<file path="src/rtl/yci_pkg.sv">
package yci_pkg;
   localparam int unsigned YCI_WORD_W  = 10;
   localparam int unsigned YCI_FORCE_W = 2;

   // Phase of the doubled-rate clock relative to the pair rate
   typedef enum logic {
      PH_LOAD = 1'b0,   // next edge captures a new pair
      PH_HOLD = 1'b1    // next edge emits the first word of the held pair
   } yci_phase_e;
endpackage

</file>
<file path="src/rtl/yci_pair_capture.sv">
module yci_pair_capture
   import yci_pkg::*;
#(
   parameter int unsigned WORD_W = YCI_WORD_W,
   localparam int unsigned PAIR_W = 2 * WORD_W
) (
   input  logic              clk,
   input  logic              rst,
   input  logic [PAIR_W-1:0] pair_in,
   input  logic              pair_valid,
   output logic              take,
   output logic              first_slot,
   output logic [WORD_W-1:0] hold_y,
   output logic [WORD_W-1:0] hold_c,
   output logic              hold_vld
);
   yci_phase_e phase_q;

   always_ff @(posedge clk) begin
      if (rst) begin
         phase_q <= PH_LOAD;
      end else begin
         phase_q <= (phase_q == PH_LOAD) ? PH_HOLD : PH_LOAD;
      end
   end

   always_ff @(posedge clk) begin
      if (rst) begin
         hold_y   <= '0;
         hold_c   <= '0;
         hold_vld <= 1'b0;
      end else if (phase_q == PH_LOAD) begin
         hold_y   <= pair_in[PAIR_W-1:WORD_W];
         hold_c   <= pair_in[WORD_W-1:0];
         hold_vld <= pair_valid;
      end
   end

   assign take       = (phase_q == PH_LOAD);
   assign first_slot = (phase_q == PH_HOLD);
endmodule

</file>
<file path="src/rtl/yci_word_select.sv">
module yci_word_select #(
   parameter int unsigned WORD_W       = 10,
   parameter bit          CHROMA_FIRST = 1'b1
) (
   input  logic              first_slot,
   input  logic [WORD_W-1:0] hold_y,
   input  logic [WORD_W-1:0] hold_c,
   output logic [WORD_W-1:0] sel_word
);
   generate
      if (CHROMA_FIRST) begin : g_c_first
         always_comb sel_word = first_slot ? hold_c : hold_y;
      end else begin : g_y_first
         always_comb sel_word = first_slot ? hold_y : hold_c;
      end
   endgenerate
endmodule

</file>
<file path="src/rtl/yci_sync_norm.sv">
module yci_sync_norm #(
   parameter int unsigned WORD_W  = 10,
   parameter int unsigned FORCE_W = 2,
   localparam int unsigned HIGH_W = WORD_W - FORCE_W
) (
   input  logic              clk,
   input  logic              rst,
   input  logic [WORD_W-1:0] sel_word,
   input  logic              sel_vld,
   input  logic              norm_off,
   output logic [WORD_W-1:0] out_word,
   output logic              out_valid
);
   logic [HIGH_W-1:0]  high_part;
   logic               high_zero;
   logic               high_ones;
   logic [FORCE_W-1:0] low_next;

   assign high_part = sel_word[WORD_W-1:FORCE_W];
   assign high_zero = (high_part == '0);
   assign high_ones = (&high_part);

   always_comb begin
      low_next = sel_word[FORCE_W-1:0];
      if (!norm_off) begin
         if (high_zero) low_next = '0;
         else if (high_ones) low_next = '1;
      end
   end

   always_ff @(posedge clk) begin
      if (rst) begin
         out_word  <= '0;
         out_valid <= 1'b0;
      end else begin
         out_word  <= {high_part, low_next};
         out_valid <= sel_vld;
      end
   end
endmodule

</file>
<file path="src/rtl/yci_interleaver.sv">
module yci_interleaver
   import yci_pkg::*;
#(
   parameter int unsigned WORD_W       = YCI_WORD_W,
   parameter int unsigned FORCE_W      = YCI_FORCE_W,
   parameter bit          CHROMA_FIRST = 1'b1,
   localparam int unsigned PAIR_W      = 2 * WORD_W
) (
   input  logic              clk,
   input  logic              rst,
   input  logic [PAIR_W-1:0] pair_in,
   input  logic              pair_valid,
   input  logic              norm_off,
   output logic              pair_take,
   output logic [WORD_W-1:0] out_word,
   output logic              out_valid
);
   generate
      if (FORCE_W < 1 || FORCE_W >= WORD_W) begin : g_bad_force
         $error("yci_interleaver: FORCE_W must lie in 1..WORD_W-1");
      end
      if (WORD_W < 2) begin : g_bad_word
         $error("yci_interleaver: WORD_W must be at least 2");
      end
   endgenerate

   logic              first_slot;
   logic [WORD_W-1:0] hold_y;
   logic [WORD_W-1:0] hold_c;
   logic              hold_vld;
   logic [WORD_W-1:0] sel_word;

   yci_pair_capture #(.WORD_W(WORD_W)) u_capture (
      .clk        (clk),
      .rst        (rst),
      .pair_in    (pair_in),
      .pair_valid (pair_valid),
      .take       (pair_take),
      .first_slot (first_slot),
      .hold_y     (hold_y),
      .hold_c     (hold_c),
      .hold_vld   (hold_vld)
   );

   yci_word_select #(.WORD_W(WORD_W), .CHROMA_FIRST(CHROMA_FIRST)) u_select (
      .first_slot (first_slot),
      .hold_y     (hold_y),
      .hold_c     (hold_c),
      .sel_word   (sel_word)
   );

   yci_sync_norm #(.WORD_W(WORD_W), .FORCE_W(FORCE_W)) u_norm (
      .clk       (clk),
      .rst       (rst),
      .sel_word  (sel_word),
      .sel_vld   (hold_vld),
      .norm_off  (norm_off),
      .out_word  (out_word),
      .out_valid (out_valid)
   );
endmodule

</file>
<file path="config.mk">
export PLATFORM = sky130hd
export DESIGN_NAME = yci_interleaver
export DESIGN_NICKNAME = d
export VERILOG_FILES = /design/src/rtl/yci_pkg.sv /design/src/rtl/yci_pair_capture.sv /design/src/rtl/yci_word_select.sv /design/src/rtl/yci_sync_norm.sv /design/src/rtl/yci_interleaver.sv
export SDC_FILE = /design/constraint.sdc
export NUM_CORES = 1
export LEC_CHECK = 0
export BUFFER_PORTS_ARGS = -buffer_cell sky130_fd_sc_hd__buf_4
export CAP_MARGIN = 25
export CORE_MARGIN = 2
export CORE_UTILIZATION = 40
export CTS_CLUSTER_DIAMETER = 30
export DETAILED_ROUTE_END_ITERATION = 8
export HOLD_SLACK_MARGIN = 0.02
export PLACE_DENSITY = 0.7
export SLEW_MARGIN = 5
export SYNTH_ARGS = -nofsm -noshare
export SYNTH_HDL_FRONTEND = slang
export SYNTH_HIERARCHICAL = 1
export SYNTH_SLANG_ARGS = --single-unit
</file>
<file path="constraint.sdc">
create_clock -name clk -period 1.35 [get_ports clk]
set_input_delay 0.27 -clock clk [delete_from_list [all_inputs] [get_ports clk]]
set_output_delay 0.27 -clock clk [all_outputs]
set_load 0.02 [all_outputs]
</file>
==> impl_metrics.toml, run 1 <==
[detailed_routing]
drt-initial-drc-count = 8
ant_nets = 0
firstDrtPassIters = 4
wirelength_um = 2240
via_per_inst = 4.44
wl_per_cell_um = 11.1
num_vias = 892
drc = 0

[placement]
placed_cells = 191
place.gp.congestion = 0.681
dp_slack_ns = -0.0345
hpwl_um = 1660
port_buffers = 35

[timing]
setup_viol = 2
setup-tns-final_ns = -0.0554
rsz0062_at_grt = "true"
maxClockFrequency_mhz = 720
slew_headroom = 0.801
hold_viol = 0
skew_ns = 0.00924
fin_ws_ns = -0.0394
slew_viol_final = 0
period_minus_slack_ns = 1.39
worst_pin_slew_ns = 0.298
post-route-period-util = 1.03

[synth]
synth_cell_types = 16
yosysSeqAreaShare = 0.509
synth_top_cell_area_share = 0.509
yosysTopAreaCell = "dfxtp_1"
synth_most_common_cell = "dfxtp_1"
yosys_warnings = 6
ys_seq_elements = 33
synth_area_sq_um = 1300
synthFlopType = "dfxtp_1"
synthTopCellsByArea = "dfxtp_1 51%, mux2i_1 16%, mux2_4 12%"
synthesis.nets = 135
synth_area_per_cell_sq_um = 11.7
synthArstFlopShare = 0
synth-edff-count = 0
synth_common_cells = "33 x dfxtp_1, 23 x nor2_1, 21 x mux2i_1"
synth_cells = 111

[floorplanning]
rows = 20
die_h_um = 61.0
core_sq_um = 3080
fp.dieW_um = 61.0
die_area_sq_um = 3720
ioPinCount = 36
initial_core_util = 0.422

[pwr]
totalPowerFinal_mw = 1.92
peakVddDrop_v = 0.000564
p_per_area_nw_per_um2 = 1130
power_leakage_nw = 0.778

[cts]
path_clk_slew_ns = 0.10
cts_hold_buf = 0
cts_sinks = 33
cts_tree = "yes"
cts_buffers = 5
clock_path_buffers = 2
cts_max_level = 2
cts-root-buf = "clkbuf_4"
clkLatencyLatePin_ns = 0.33

[critical_path]
cp-start-kind = "flip-flop"
crit_arrival_ns = 1.67
max_stage_delay_ns = 0.39
path_buf_inv = 1
crit_type = "flip-flop to flip-flop"
worstPathRequired_ns = 1.63
critPathSlowestCell = "dfxtp_4"
crit_family = "simple AND/OR/NAND/NOR gates"
end_kind = "flip-flop"
cp_max_fo = 7
crit_chain = "buf_6, mux2_4, nand4_1, nor4b_2, o21a_1"

[global_route]
gr-total-overflow = 0
grt_antenna_before_repair = 0
grt_max_degree = 33
grt_pass1_vias = 801
grt_first_pass_wirelength_um = 3460
track_usage = 0.134

[final_layout]
post-route-util = 0.553
syn_to_final_growth_pct = 31.0
antennaDiodeCount = 0
fin_cells = 201
final_nets = 180
layout-drive-gt1-share = 0.420

[run]
cap_violations = 0

[hold_path]
hold_path_class = "primary input to flip-flop"

[status]
violations = "setup timing"
outcome = "complete, but fails checks"
## layout by cell type (no fill, tap or decap)
cell      instances
dfxtp_1          32
buf_6             4
inv_2             1
nand3_1           1
nor4b_2           1
o21a_1            2
buf_4            40
nor2b_1           9
clkbuf_1          1
nand4_1           1
nor3_2            1
dfxtp_4           1
mux2i_1          21
clkbuf_4          5
clkinv_2          2
nor2_1           23
a31oi_1           1
mux2_4           10
nor4_4            1
## layer usage
layer  part of all wire  vias up  global-route usage
met5                  0        -                   0
met4              0.021        0              0.0745
met3              0.059        6              0.0640
met2               0.49       21               0.204
met1               0.43      398               0.154
li1                   -      467                   -
## final cells by class
type	count	area, sq um
clock inverters	2	10.0
clock buffers	6	41.3
fillers	265	1380
repair buffers	44	345
multi-input cells	71	582
flip-flops and latches	33	664
well taps	44	55.1
inverters	1	3.75
## final timing paths
path | startpoint | endpoint | slack [ns] | depth (start not counted)
setup / recovery | u_capture/first_slot | u_norm/out_word[0] | -0.04 | 5
hold / removal | pair_in[17] | u_capture/hold_y[7] | 0.16 | 3
setup reg to reg | u_capture/first_slot | u_norm/out_word[0] | -0.04 | 5
hold reg to reg | u_capture/hold_vld | u_norm/out_valid | 0.47 | 1
## cells by family after synthesis
family          after synthesis  share of synthesized area
simple gates                 37                      0.139
mux                          31                      0.277
compound gates                3                     0.0164
buf+inv                       7                     0.0588
flops                        33                      0.509
## repair_timing
action                                  4_1_cts  5_1_grt
pin swaps                                     2        1
gates resized for setup                       6        3
endpoints found under the setup margin        3        3
buffers inserted                              1        1
## power breakdown
part / total [mW] / internal [mW] / leakage, nW / switching [mW]
logic: 0.343 / 0.200 / 0.473 / 0.143
clock network: 0.512 / 0.198 / 0.0320 / 0.314
registers: 1.07 / 1.04 / 0.273 / 0.0330
total: 1.92 / 1.43 / 0.778 / 0.490
## worst register-to-register path: stages (launching register included)
cell and delay (ns):
dfxtp_4 0.39, buf_6 0.12, mux2_4 0.22, nand4_1 0.11
nor4b_2 0.31, o21a_1 0.19
## registers in the layout (all words and copies together) (netlist names)
name and count:
u_capture/first_slot 1, u_capture/hold_c 10, u_capture/hold_vld 1, u_capture/hold_y 10
u_norm/out_valid 1, u_norm/out_word 10
## stage by stage
stage / hold slack (ns) / instance area [sq um]
2_1_floorplan: 0.342 / 1300
3_3_place_gp: 0.448 / 1600
3_5_place_dp: 0.454 / 1600
4_1_cts: 0.145 / 1680
5_1_grt: 0.145 / 1700
6_report: 0.158 / 1700
No activity file was read; power rests on OpenSTA's default activity.
==> run 2, diff against run 1 <==
BUFFER_PORTS_ARGS = -buffer_cell sky130_fd_sc_hd__buf_2   (was -buffer_cell sky130_fd_sc_hd__buf_4)
SKIP_CTS_REPAIR_TIMING = 1   (was unset)
==> run 2 against run 1 <==
  * The run still ends with setup timing left
  * Hold slack improved by 0.024 ns
  * Critical path depth rose by 1
  * Utilization fell by 2.1 points
  * Via count rose by 0.90%
  * Highest routed layer unchanged
==> impl_metrics.toml, run 2 (synthesized netlist as in run 1, its figures left out) <==
[status]
outcome = "complete, but fails checks"
violations = "setup timing"

[pwr]
p_per_area_nw_per_um2 = 1170
power_leakage_nw = 0.767
peakVddDrop_v = 0.000735

[final_layout]
final_cell_mix = "34 x buf_2, 32 x dfxtp_1, 23 x nor2_1"
final_nets = 181
largestRegisters = "u_capture/hold_c (10), u_capture/hold_y (10), u_norm/out_word (10)"
post-route-util = 0.532
fin_cells = 201
final_common_cell = "buf_2"
syn_to_final_growth_pct = 26.0
antennaDiodeCount = 0
layout-drive-gt1-share = 0.414

[timing]
holdWs_ns = 0.183
period_minus_slack_ns = 1.47
setup_viol = 3
hold_viol = 0
slew_headroom = 0.807
fin_ws_ns = -0.116
worst_pin_slew_ns = 0.290
slew_viol_final = 0
rsz0062_at_grt = "true"
maxClockFrequency_mhz = 682
post-route-period-util = 1.09
skew_ns = 0.00479

[detailed_routing]
via_per_inst = 4.48
firstDrtPassIters = 4
drt-initial-drc-count = 17
num_vias = 900
ant_nets = 0
drc = 0
wl_per_cell_um = 11.4
wirelength_um = 2300

[placement]
place.gp.congestion = 0.715
port_buffers = 35
placed_cells = 191
dp_slack_ns = -0.121
hpwl_um = 1800

[critical_path]
crit_arrival_ns = 1.73
worstPathRequired_ns = 1.61
regToRegStartpoint = "u_capture/first_slot"
rr_worst_depth = 6
end_kind = "flip-flop"
crit_type = "flip-flop to flip-flop"
cp-start-kind = "flip-flop"
crit_start = "u_capture/first_slot"
cp_max_fo = 5

[run]
cap_violations = 0

[global_route]
track_usage = 0.130
gr-total-overflow = 0
grt_antenna_before_repair = 0
grt_first_pass_wirelength_um = 3370
grt_max_degree = 20
grt_pass1_vias = 827

[cts]
cts_buffers = 5
cts_sinks = 33
cts_tree = "yes"
cts_max_level = 2
clock_path_buffers = 2
clkLatencyLatePin_ns = 0.32
path_clk_slew_ns = 0.09
cts-root-buf = "clkbuf_4"

[floorplanning]
core_sq_um = 3080
fp.dieW_um = 61.0
initial_core_util = 0.422
ioPinCount = 36
rows = 20
die_area_sq_um = 3720
die_h_um = 61.0

[hold_path]
hold_depth = 3
hold_path_class = "primary input to flip-flop"
hp-start = "pair_in[4]"
==> run 2: cell count changes in the layout (fill, tap and decap cells not counted), sizes merged <==
cell / delta
buf: +1
clkinv: -2
clkbuf: +1
==> run 2: through the flow <==
| stage | power (mW) | setup TNS, ns | area, sq um |
|---|---|---|---|
| floorplan | 1.30 | -0.0399 | 1300 |
| global placement | 1.38 | -0.0863 | 1540 |
| detailed placement | 1.40 | -0.236 | 1540 |
| CTS | 1.92 | -0.543 | 1590 |
| global route | 2.02 | -0.529 | 1640 |
| finish | 1.92 | -0.315 | 1640 |
==> run 2: per-layer routing <==
metal  up-vias  GRT usage  wire length [um]
met5         -          0                 0
met1       402      0.139               953
met2        29      0.215              1190
met4         0     0.0745                24
li1        467          -                 -
met3         2     0.0576               127
==> run 2: layout make-up <==
| cell class | count | area, sq um |
|---|---|---|
| clock buffers | 7 | 55.1 |
| inverters | 1 | 3.75 |
| multi-input cells | 71 | 573 |
| well taps | 44 | 55.1 |
| fillers | 290 | 1440 |
| flip-flops and latches | 33 | 664 |
| repair buffers | 45 | 285 |
==> run 2: critical path, cell delays in order (launching register included) <==
cell and delay [ns]:
dfxtp_4 0.37, buf_6 0.13, buf_6 0.11, mux2_4 0.20, nand4_1 0.08, nor4b_2 0.34, o21a_1 0.17
==> run 2: power by group <==
| part | internal [mW] | leakage [nW] | total [mW] | switching, mW |
|---|---|---|---|---|
| Sequential | 1.04 | 0.273 | 1.07 | 0.0304 |
| Combinational | 0.178 | 0.462 | 0.323 | 0.145 |
| Clock | 0.246 | 0.0314 | 0.531 | 0.285 |
| Total | 1.46 | 0.767 | 1.92 | 0.461 |
==> run 2: path summary, 6_finish.rpt <==
kind,slack [ns],end
max reg2reg,-0.12,u_norm/out_word[1]
min reg2reg,0.47,u_norm/out_valid
max,-0.12,u_norm/out_word[1]
min,0.18,u_capture/hold_c[4]
